File: config.mk
export PLATFORM = sky130hd
export DESIGN_NAME = ir_tx_modulator
export DESIGN_NICKNAME = d
export VERILOG_FILES = /design/src/rtl/ir_tx_pkg.sv /design/src/rtl/ir_tx_fifo.sv /design/src/rtl/ir_tx_tick_gen.sv /design/src/rtl/ir_tx_player.sv /design/src/rtl/ir_tx_modulator.sv
export SDC_FILE = /design/constraint.sdc
export NUM_CORES = 1
export LEC_CHECK = 0
export ABC_CLOCK_PERIOD_IN_PS = 8100
export BUFFER_PORTS_ARGS = -buffer_cell sky130_fd_sc_hd__buf_2
export CORE_AREA = 2 2 132 134
export DETAILED_ROUTE_END_ITERATION = 16
export DIE_AREA = 0 0 134 136
export PLACE_DENSITY = 0.68
export SYNTH_ARGS = -nofsm -noshare
export SYNTH_HDL_FRONTEND = slang
export SYNTH_SLANG_ARGS = --single-unit
File: constraint.sdc
create_clock -name clk -period 8.1 [get_ports clk]
set_input_delay 1.215 -clock clk [delete_from_list [all_inputs] [get_ports clk]]
set_output_delay 1.215 -clock clk [all_outputs]
set_load 0.01 [all_outputs]
File: src/rtl/ir_tx_pkg.sv
package ir_tx_pkg;
  parameter int unsigned PW_W = 16;

  typedef struct packed {
    logic            level;
    logic [PW_W-1:0] width;
  } pulse_t;
endpackage

File: src/rtl/ir_tx_fifo.sv
module ir_tx_fifo
  import ir_tx_pkg::*;
#(
  parameter int DEPTH = 8,
  parameter int CNT_W = $clog2(DEPTH + 1)
) (
  input  logic             clk,
  input  logic             rst_n,
  input  logic             flush,
  input  logic             push,
  input  pulse_t           push_data,
  input  logic             pop,
  output pulse_t           head,
  output logic [CNT_W-1:0] count
);
  localparam int PTR_W = (DEPTH > 1) ? $clog2(DEPTH) : 1;

  pulse_t           mem [DEPTH];
  logic [PTR_W-1:0] wr_ptr_q, wr_ptr_d;
  logic [PTR_W-1:0] rd_ptr_q, rd_ptr_d;
  logic [CNT_W-1:0] count_q, count_d;
  logic             full, empty, do_push, do_pop;

  assign full    = (count_q == CNT_W'(DEPTH));
  assign empty   = (count_q == '0);
  assign do_push = push && !full && !flush;
  assign do_pop  = pop && !empty && !flush;

  always_comb begin
    wr_ptr_d = wr_ptr_q;
    rd_ptr_d = rd_ptr_q;
    count_d  = count_q;
    if (flush) begin
      wr_ptr_d = '0;
      rd_ptr_d = '0;
      count_d  = '0;
    end else begin
      if (do_push) wr_ptr_d = (wr_ptr_q == PTR_W'(DEPTH - 1)) ? '0 : wr_ptr_q + 1'b1;
      if (do_pop)  rd_ptr_d = (rd_ptr_q == PTR_W'(DEPTH - 1)) ? '0 : rd_ptr_q + 1'b1;
      count_d = count_q + CNT_W'(do_push) - CNT_W'(do_pop);
    end
  end

  always_ff @(posedge clk or negedge rst_n) begin
    if (!rst_n) begin
      wr_ptr_q <= '0;
      rd_ptr_q <= '0;
      count_q  <= '0;
    end else begin
      wr_ptr_q <= wr_ptr_d;
      rd_ptr_q <= rd_ptr_d;
      count_q  <= count_d;
    end
  end

  always_ff @(posedge clk) begin
    if (do_push) mem[wr_ptr_q] <= push_data;
  end

  assign head  = mem[rd_ptr_q];
  assign count = count_q;

  // occupancy never exceeds the queue depth
  assert_count_bound_R7: assert property (@(posedge clk) disable iff (!rst_n)
    count_q <= CNT_W'(DEPTH));

  // a write into a full queue with no read leaves it full and unchanged
  assert_full_write_dropped_R7: assert property (@(posedge clk) disable iff (!rst_n)
    (full && push && !pop && !flush) |=> (count_q == CNT_W'(DEPTH)) && $stable(wr_ptr_q));

  // a flush leaves the queue empty
  assert_flush_empties_R8: assert property (@(posedge clk) disable iff (!rst_n)
    flush |=> (count_q == '0));
endmodule

File: src/rtl/ir_tx_tick_gen.sv
module ir_tx_tick_gen #(
  parameter int DIV_W = 16
) (
  input  logic             clk,
  input  logic             rst_n,
  input  logic             run,
  input  logic [DIV_W-1:0] divider,
  output logic             tick
);
  logic [DIV_W-1:0] cnt_q, cnt_d;

  assign tick = run && (cnt_q >= divider);

  always_comb begin
    if (!run || tick) cnt_d = '0;
    else              cnt_d = cnt_q + 1'b1;
  end

  always_ff @(posedge clk or negedge rst_n) begin
    if (!rst_n) cnt_q <= '0;
    else        cnt_q <= cnt_d;
  end
endmodule

File: src/rtl/ir_tx_player.sv
module ir_tx_player
  import ir_tx_pkg::*;
#(
  parameter int PHASE_W = 4
) (
  input  logic               clk,
  input  logic               rst_n,
  input  logic               enable,
  input  logic               avail,
  input  pulse_t             head,
  input  logic               tick,
  output logic               pop,
  output logic               busy,
  output logic               level,
  output logic [PHASE_W-1:0] phase
);
  localparam int REM_W = PW_W + 2;

  logic               busy_q, busy_d;
  logic               level_q, level_d;
  logic [REM_W-1:0]   rem_q, rem_d;
  logic [PHASE_W-1:0] phase_q, phase_d;
  logic               last;

  assign last = busy_q && tick && (rem_q == REM_W'(1));
  assign pop  = enable && avail && (!busy_q || last);

  always_comb begin
    busy_d  = enable && (busy_q ? (!last || avail) : avail);
    rem_d   = rem_q;
    phase_d = phase_q;
    level_d = level_q;
    if (pop) begin
      rem_d   = {head.width, 2'b11};
      phase_d = '0;
      level_d = head.level;
    end else if (busy_q && tick) begin
      rem_d   = rem_q - 1'b1;
      phase_d = phase_q + 1'b1;
    end
  end

  always_ff @(posedge clk or negedge rst_n) begin
    if (!rst_n) begin
      busy_q  <= 1'b0;
      level_q <= 1'b0;
      rem_q   <= '0;
      phase_q <= '0;
    end else begin
      busy_q  <= busy_d;
      level_q <= level_d;
      rem_q   <= rem_d;
      phase_q <= phase_d;
    end
  end

  assign busy  = busy_q;
  assign level = level_q;
  assign phase = phase_q;

  // the remaining duration only moves on a tick
  assert_hold_between_ticks_R1: assert property (@(posedge clk) disable iff (!rst_n)
    (busy_q && enable && !tick) |=> $stable(rem_q) && busy_q);

  // the last tick of an entry with nothing queued returns to idle
  assert_idle_when_dry_R11: assert property (@(posedge clk) disable iff (!rst_n)
    (last && !avail) |=> !busy_q);

  // a disabled transmitter is idle at the next clock
  assert_abort_R11: assert property (@(posedge clk) disable iff (!rst_n)
    !enable |=> !busy_q);
endmodule

File: src/rtl/ir_tx_modulator.sv
module ir_tx_modulator
  import ir_tx_pkg::*;
#(
  parameter int DEPTH   = 8,
  parameter int DIV_W   = 16,
  parameter int PHASE_W = 4
) (
  input  logic               clk,
  input  logic               rst_n,
  input  logic               wr_en,
  input  logic [PW_W-1:0]    wr_width,
  input  logic               wr_level,
  input  logic               fifo_enable,
  input  logic               tx_enable,
  input  logic               mod_enable,
  input  logic [DIV_W-1:0]   divider,
  input  logic [PHASE_W-1:0] duty,
  input  logic               burst_on_space,
  input  logic               invert_out,
  input  logic               wm_empty,
  output logic               ir_out,
  output logic               busy,
  output logic               svc_req,
  output logic               irq
);
  localparam int CNT_W = $clog2(DEPTH + 1);
  localparam int HALF  = DEPTH / 2;

  pulse_t             wr_data, head;
  logic [CNT_W-1:0]   count;
  logic               pop, tick, play_level;
  logic [PHASE_W-1:0] phase;
  logic               carrier_hi, burst_entry, raw_pin;
  logic               req_gated, req_gated_q, irq_q;

  assign wr_data = '{level: wr_level, width: wr_width};

  ir_tx_fifo #(.DEPTH(DEPTH), .CNT_W(CNT_W)) u_fifo (
    .clk       (clk),
    .rst_n     (rst_n),
    .flush     (!fifo_enable),
    .push      (wr_en),
    .push_data (wr_data),
    .pop       (pop),
    .head      (head),
    .count     (count)
  );

  ir_tx_tick_gen #(.DIV_W(DIV_W)) u_tick (
    .clk     (clk),
    .rst_n   (rst_n),
    .run     (busy),
    .divider (divider),
    .tick    (tick)
  );

  ir_tx_player #(.PHASE_W(PHASE_W)) u_player (
    .clk    (clk),
    .rst_n  (rst_n),
    .enable (tx_enable),
    .avail  (fifo_enable && (count != '0)),
    .head   (head),
    .tick   (tick),
    .pop    (pop),
    .busy   (busy),
    .level  (play_level),
    .phase  (phase)
  );

  // carrier shaping and pin polarity
  assign carrier_hi  = (phase <= duty);
  assign burst_entry = play_level ^ burst_on_space;
  assign raw_pin     = busy && burst_entry && (!mod_enable || carrier_hi);
  assign ir_out      = raw_pin ^ invert_out;

  // service request and its interrupt pulse
  assign svc_req   = wm_empty ? (count == '0) : (count <= CNT_W'(HALF));
  assign req_gated = svc_req && tx_enable && fifo_enable;

  always_ff @(posedge clk or negedge rst_n) begin
    if (!rst_n) begin
      req_gated_q <= 1'b0;
      irq_q       <= 1'b0;
    end else begin
      req_gated_q <= req_gated;
      irq_q       <= req_gated && !req_gated_q;
    end
  end

  assign irq = irq_q;

  // an idle transmitter drives only the inversion level
  assert_idle_pin_R6: assert property (@(posedge clk) disable iff (!rst_n)
    !busy |-> (ir_out == invert_out));

  // the interrupt never lasts two cycles
  assert_irq_pulse_R10: assert property (@(posedge clk) disable iff (!rst_n)
    irq |=> !irq);

  // without modulation the pin holds steady inside an entry
  assert_plain_level_R5: assert property (@(posedge clk) disable iff (!rst_n)
    (busy && !mod_enable && !pop) ##1 (busy && !mod_enable && !pop &&
      $stable(burst_on_space) && $stable(invert_out)) |-> $stable(ir_out));
endmodule

# Word level (Yosys, flattened, before mapping)

Memory sizes are Yosys's and may differ from the RTL's.
Cells that the tools add are included.

Register bits after elaboration: 52
Bits in writable memories: 136
Output and inout port bits: 4
Logic and storage cells: 74
Memories kept: 1

Memories:

| memory     | words | bits a word | rd ports | clocked after Yosys merged registers in | write ports | RTL line         | text |
|---|---|---|---|---|---|---|---|
| u_fifo.mem | 8     | 17          | 1        | 0                                       | 1           | ir_tx_fifo.sv:18 | `pulse_t mem [DEPTH];` |

Add/sub/neg operators: 7
Order comparisons: 3
Eq/ne operators: 6
Muxes and demuxes: 16
Bitwise operators: 2
Reduce and logical (&&, ||, !) cells: 29

Operator list:

| cell                                                                   | number |
|---|---|
| 18-bit 2-to-1 mux                                                      | 2 |
| 18-bit by 1-bit == test with 1-bit output (second input constant)      | 1 |
| 3-bit 2-to-1 mux                                                       | 6 |
| 18-bit by 1-bit subtractor with 18-bit output (second input constant)  | 1 |
| 16-bit by 1-bit adder with 16-bit output (second input constant)       | 1 |
| 16-bit greater-or-equal comparator                                     | 1 |
| 1-bit logical AND                                                      | 16 |
| 16-bit 2-to-1 mux                                                      | 1 |
| 4-bit 2-to-1 mux                                                       | 3 |
| 3-bit by 1-bit adder with 3-bit output (second input constant)         | 2 |
| 3-bit == test (second input constant)                                  | 2 |
| 1-bit zero test                                                        | 6 |
| 4-bit by 1-bit adder with 4-bit output                                 | 1 |
| 4-bit by 1-bit adder with 4-bit output (second input constant)         | 1 |
| 4-bit == test (second input constant)                                  | 1 |
| 4-bit by 3-bit <= comparator with 1-bit output (second input constant) | 1 |
| 4-bit <= comparator                                                    | 1 |
| 4-bit zero test                                                        | 1 |
| 1-bit logical OR                                                       | 4 |
| 1-bit 2-to-1 mux                                                       | 4 |
| 2-bit by 1-bit != test with 1-bit output (second input constant)       | 2 |
| 4-bit nonzero test                                                     | 1 |
| 4-bit by 1-bit subtractor with 4-bit output                            | 1 |
| 2-bit nonzero test                                                     | 1 |
| 1-bit XOR                                                              | 2 |

# Logic depth before layout (Yosys ltp)

Depth after elaboration: 10
Mapped depth: 16
Depth with buffers taken out: 14

# Cells and area by module

From an unflattened synthesis, not the netlist that was laid out.

Cell total of the unflattened synthesis: 542
Area total of the unflattened synthesis: 8714.6 sq um

Modules (own cells, without submodules):

| module          | times used | cells an instance | area an instance (sq um) | seq. area each (sq um) |
|---|---|---|---|---|
| ir_tx_fifo      | 1          | 272               | 5950.7                   | 4334.2 |
| ir_tx_player    | 1          | 116               | 1351.3                   | 600.6 |
| ir_tx_tick_gen  | 1          | 127               | 1182.4                   | 400.4 |
| ir_tx_modulator | 1          | 27                | 230.2                    | 50.0 |

# Worst setup path after synthesis

Ideal clock, no wire load.

Path kind: input port to flip-flop
From: input port divider[0]
To: register u_fifo.count_q[2], in the netlist u_fifo.count[2]
Setup time: 0.119 ns
Arrival time: 4.098 ns
Data required time: 7.981 ns
Slack: 3.883 ns
Cell stages on the path: 14
Cells stage by stage: ha_1 > nand2b_4 > a2111oi_2 > a2111oi_0 > a2111o_1 > a31o_1 > buf_6 > buf_2 > ha_1 > inv_1 > ha_1 > fa_1 > xor2_1 > and2_1

Word-level cells in the longest chain between the ends: 10

RTL lines:

| element                                     | RTL line              | text |
|---|---|---|
| start, declared                             | ir_tx_modulator.sv:16 | `input logic [DIV_W-1:0] divider,` |
| 16-bit greater-or-equal comparator          | ir_tx_tick_gen.sv:12  | `assign tick = run && (cnt_q >= divider);` |
| 1-bit logical AND                           | ir_tx_tick_gen.sv:12  |  |
| 1-bit logical AND (2 in a row)              | ir_tx_player.sv:25    | `assign last = busy_q && tick && (rem_q == REM_W'(1));` |
| 1-bit logical OR                            | ir_tx_player.sv:26    | `assign pop = enable && avail && (!busy_q \|\| last);` |
| 1-bit logical AND                           | ir_tx_player.sv:26    |  |
| 1-bit logical AND (2 in a row)              | ir_tx_fifo.sv:27      | `assign do_pop = pop && !empty && !flush;` |
| 4-bit by 1-bit subtractor with 4-bit output | ir_tx_fifo.sv:40      | `count_d = count_q + CNT_W'(do_push) - CNT_W'(do_pop);` |
| 4-bit 2-to-1 mux                            | ir_tx_fifo.sv:33      | `if (flush) begin` |
| via u_fifo.count_d[2]                       | ir_tx_fifo.sv:21      | `logic [CNT_W-1:0] count_q, count_d;` |
| end signal, assigned                        | ir_tx_fifo.sv:52      | `count_q <= count_d;` |
| end, declared                               | ir_tx_fifo.sv:21      |  |

The timed path passes the listed nets, and every way through them passes these cells.
A chain may end at the register's enable or synchronous reset.

# Final worst setup path

From: input port divider[14]
To: register u_fifo.count_q[2], in the netlist u_fifo.count[2]

Same word-level chain as after synthesis.

==> impl_results.rst <==
.. list-table::
   :header-rows: 1

   * - Metric
     - Value
   * - Result of the run
     - finished, final reports clean
   * - Post-synthesis cell count
     - 565
   * - Clock transition at path regs
     - roughly 60 ps
   * - First-pass detailed-route iteration total
     - 4
   * - Post-route minimum period
     - 4220 ps
   * - Sinks on Clock Net
     - 188
   * - Clock network latency to the later pin of the worst-skew pair
     - 430 ps
   * - Area of the core
     - 16,900 µm²
   * - Num rows
     - 48
   * - Highest-count cells in the layout ignoring fill and taps
     - sky130_fd_sc_hd__edfxtp_1, sky130_fd_sc_hd__dfrtp_1, sky130_fd_sc_hd__buf_2
   * - Count of endpoints failing hold in the final timing report
     - 0
   * - Cells after DPL
     - 828
   * - DRC violations left
     - 0
   * - Largest net degree at the start of global routing
     - 53
   * - Average wire length per cell after detail routing
     - 17.7 µm
   * - Slowest cell delay on critical path
     - 670 ps
   * - Prevailing post-synth register cell
     - sky130_fd_sc_hd__edfxtp_1
   * - Internal power contribution
     - 1.71 mW
   * - Root buffer selected by CTS
     - sky130_fd_sc_hd__clkbuf_16
   * - Wire length of the first global-routing pass
     - 24,400 µm
   * - Number of synthesis warnings
     - 0
   * - Compound-gate portion of the synthesized area
     - 0.0385
   * - Synth Area in XOR/XNOR
     - 0.0354
   * - Number of buffers on the longest clock path
     - 2
   * - Setup TNS
     - 0 ps
   * - # diodes
     - 0
   * - Number of resized instances in the post-cts repair step
     - 0
   * - Buffers plus inverters on the worst setup path
     - 3
   * - Post-DRT Antenna Nets
     - 0
   * - Y dimension of the die
     - 136 µm
   * - Crit-path leading delay family
     - compound AO/OA/AOI/OAI gates
   * - Startpoint class of the critical path
     - input pin
   * - IR Drop Worst-Case VDD
     - 0.180 mV
   * - Post-route design area
     - 9470 µm²
   * - Die Area
     - 18,200 µm²
   * - Count of placed standard cells in the final layout, fillers left out
     - between 800 and 900
   * - Number of H-tree levels
     - 4
   * - Quantity of I/O buffers inserted on ports
     - 49
   * - Share of synthesized area occupied by flip-flops and latches
     - 0.639
   * - Largest family of logic cells by synthesized area
     - multiplexers
   * - Number of max-cap violations
     - 0
   * - Switching fraction of total power
     - 0.260
   * - Number of max-slew violations in the final report
     - 0
   * - Share of async-settable or async-resettable flops after synthesis
     - 0.277
   * - CP Class
     - input pin to flop
   * - Critical Path Sink Type
     - flop
   * - Cells traversed along the worst timing path
     - buf_2, inv_1, ha_1, and4_1, nand4_1, a2111oi_0, a2111o_1, a31o_1, ha_1, inv_1, ha_1, fa_1, xor2_1, and2_1
   * - Filler cell count in the final layout
     - 1,344
   * - Routed wire length
     - about 15,000 µm
   * - Clock power share
     - 0.324
   * - Cell variety after synth
     - 51
   * - Net switching power figure
     - 0.602 mW
   * - Synthesis-stage register bit count
     - ~190
   * - Relative slew slack
     - 0.0850
   * - Initial antenna violation count
     - 0
   * - Maximum fanout along the worst path
     - 24
   * - Worst hold slack across all endpoints
     - a little under 400 ps
   * - Comb power frac
     - 0.168
   * - Share of the synthesized area in the top cell type
     - 0.485
   * - Relative area change from synthesis to final layout
     - 12.4%
   * - Post-detail-place hpwl
     - 9410 µm
   * - Final core occ
     - 0.561
   * - Static leakage
     - 3.51 nW
   * - Dominant cells by area after synthesis
     - sky130_fd_sc_hd__edfxtp_1, sky130_fd_sc_hd__dfrtp_1, sky130_fd_sc_hd__mux4_2, sky130_fd_sc_hd__ha_1, sky130_fd_sc_hd__xor2_1
   * - Seq pwr share
     - 0.508
   * - Master of the slowest instance on the critical path
     - sky130_fd_sc_hd__a2111o_1
   * - Library cell occupying the most area in the post-synthesis netlist
     - sky130_fd_sc_hd__edfxtp_1
   * - Most Frequent Cell on Critical Path
     - sky130_fd_sc_hd__ha_1
   * - Final estimated routing congestion in global placement
     - 0.780
   * - Layout Nets
     - 704
   * - Remaining Overflow, GRT
     - 0
   * - Clock tree from TritonCTS
     - done
   * - Multi-input gate area in the final layout
     - 2820 µm²
   * - Starting density of the core
     - 0.499
   * - Final worst-path setup slack
     - 3880 ps
   * - Unrepaired setup endpoints after global routing
     - no
   * - Final Cycle Share
     - 0.521
   * - Class of the most critical hold timing path
     - flop to flop
   * - Share of synthesized cell area in and, or, nand and nor gates
     - 0.0856
   * - Adder and majority cell fraction of the synthesized area
     - 0.0544
   * - Placed Instance Area
     - 8940 µm²
   * - Measured slew at the worst slew-check pin
     - 1360 ps
   * - Cell area power density
     - 244 nW/µm²
   * - Vias post-DR
     - 4,654
   * - Global-route usage over all layers
     - 0.179
   * - Req. time, crit path
     - 8420 ps
   * - Portion of netlist area occupied by mux cells
     - 0.118
   * - CTS Hold Bufs
     - 0
   * - Setup Skew
     - approximately 7 ps
   * - Post-Synthesis Mean Instance Area
     - 14.9 µm²
   * - Arrival time worst endpoint
     - 4540 ps
   * - Most common cell after layout, fill and taps aside
     - sky130_fd_sc_hd__edfxtp_1
   * - Pre-CTS setup slack
     - approximately 3400 ps
   * - Max Fclk
     - between 0.2 and 0.25 GHz
   * - Setup violators final
     - 0
   * - Clock buffers created by TritonCTS
     - 17
   * - Setup Buffers After CTS
     - 0
   * - Number of global-route vias before repair
     - 4,891
   * - Number of enable-type register cells in the synthesized netlist
     - 136
   * - Synthesized area
     - 8420 µm²
   * - Num ports
     - 50
   * - Syn Nets
     - 647
   * - DRC violation total after the first TritonRoute iteration
     - 264
   * - Die outline width
     - 134 µm
   * - Sum of internal, switching and leakage power
     - 2.31 mW
   * - Area taken by flip-flops and latches
     - 5390 µm²
   * - Fraction of layout instances using a drive strength above 1
     - 0.222
   * - Vias per std cell
     - ~5.4
## final cells by class
cell class | count | area share
Timing Repair Buffer | 59 | 0.0338
Multi-Input combinational cell | 319 | 0.297
Sequential cell | 188 | 0.569
Clock buffer | 18 | 0.0453
Tap cell | 225 | 0.0297
Inverter | 37 | 0.0147
Clock inverter | 10 | 0.0102
## final timing paths
kind                                       start                  to  slack (ps)  cells past startpoint
worst max-delay path                 divider[14]     u_fifo.count[2]        3880                     14
worst max register to register  u_tick.cnt_q[14]     u_fifo.count[2]        4350                     12
worst min-delay path                 req_gated_q                 irq         390                      1
max in group asynchronous                  rst_n  u_fifo.rd_ptr_q[0]        6710                      2
min in group asynchronous                  rst_n     u_fifo.count[3]         900                      2
worst min register to register       req_gated_q                 irq         390                      1
## worst register-to-register path, stage by stage (launching register included)
cell	delay, ps
sky130_fd_sc_hd__dfrtp_1	410
sky130_fd_sc_hd__ha_1	330
sky130_fd_sc_hd__and4_1	240
sky130_fd_sc_hd__nand4_1	100
sky130_fd_sc_hd__a2111oi_0	550
sky130_fd_sc_hd__a2111o_1	670
sky130_fd_sc_hd__a31o_1	270
sky130_fd_sc_hd__ha_1	120
sky130_fd_sc_hd__inv_1	40
sky130_fd_sc_hd__ha_1	220
sky130_fd_sc_hd__fa_1	380
sky130_fd_sc_hd__xor2_1	170
sky130_fd_sc_hd__and2_1	150
## flip-flops by register name (all words and copies together) (netlist names)
signal,flops
u_player.phase,4
u_fifo.rd_ptr_q,3
u_player.rem_q,18
req_gated_q,1
u_player.busy,1
irq,1
u_fifo.wr_ptr_q,3
u_player.level,1
u_tick.cnt_q,16
u_fifo.mem,136
u_fifo.count,4
## kinds of logic (layout without fill, tap and decap cells)
| kind of cell | Yosys count | count (layout) |
|---|---|---|
| adders and majority gates | 36 | 36 |
| xor gates and xnor gates | 34 | 34 |
| buffers and inverters | 58 | 124 |
| AOI/OAI and AO/OA | 49 | 49 |
| DFF | 188 | 188 |
| muxes | 55 | 55 |
| and+or+nand+nor | 145 | 145 |
## cell usage after synthesis, types with 9 or more instances
cell / number
sky130_fd_sc_hd__edfxtp_1: 136
sky130_fd_sc_hd__dfrtp_1: 52
sky130_fd_sc_hd__nor2_1: 41
sky130_fd_sc_hd__inv_1: 37
sky130_fd_sc_hd__ha_1: 35
sky130_fd_sc_hd__mux4_2: 34
sky130_fd_sc_hd__nand2_1: 31
sky130_fd_sc_hd__nand3_1: 21
sky130_fd_sc_hd__xor2_1: 20
sky130_fd_sc_hd__xnor2_1: 14
sky130_fd_sc_hd__mux2_2: 13
sky130_fd_sc_hd__o21ai_0: 13
sky130_fd_sc_hd__buf_2: 10
sky130_fd_sc_hd__a21oi_1: 9
## layer usage
layer	wire length [µm]	share of wire	GRT usage
met1	6200	0.41	0.205
met2	7990	0.53	0.324
met3	744	0.049	0.0429
met4	254	0.017	0.0721
met5	0	0	0
## power groups by stage
| stage | combinational, mW | clock (mW) | sequential (mW) |
|---|---|---|---|
| final | 0.389 | 0.749 | 1.17 |
| after global routing | 0.437 | 0.798 | 1.18 |
| after CTS | 0.396 | 0.765 | 1.17 |
| after detailed placement | 0.393 | 0 | 1.19 |
| after global placement | 0.378 | 0 | 1.19 |
| after floorplan | 0.303 | 0 | 1.17 |
No activity file was read; power rests on OpenSTA's default activity.
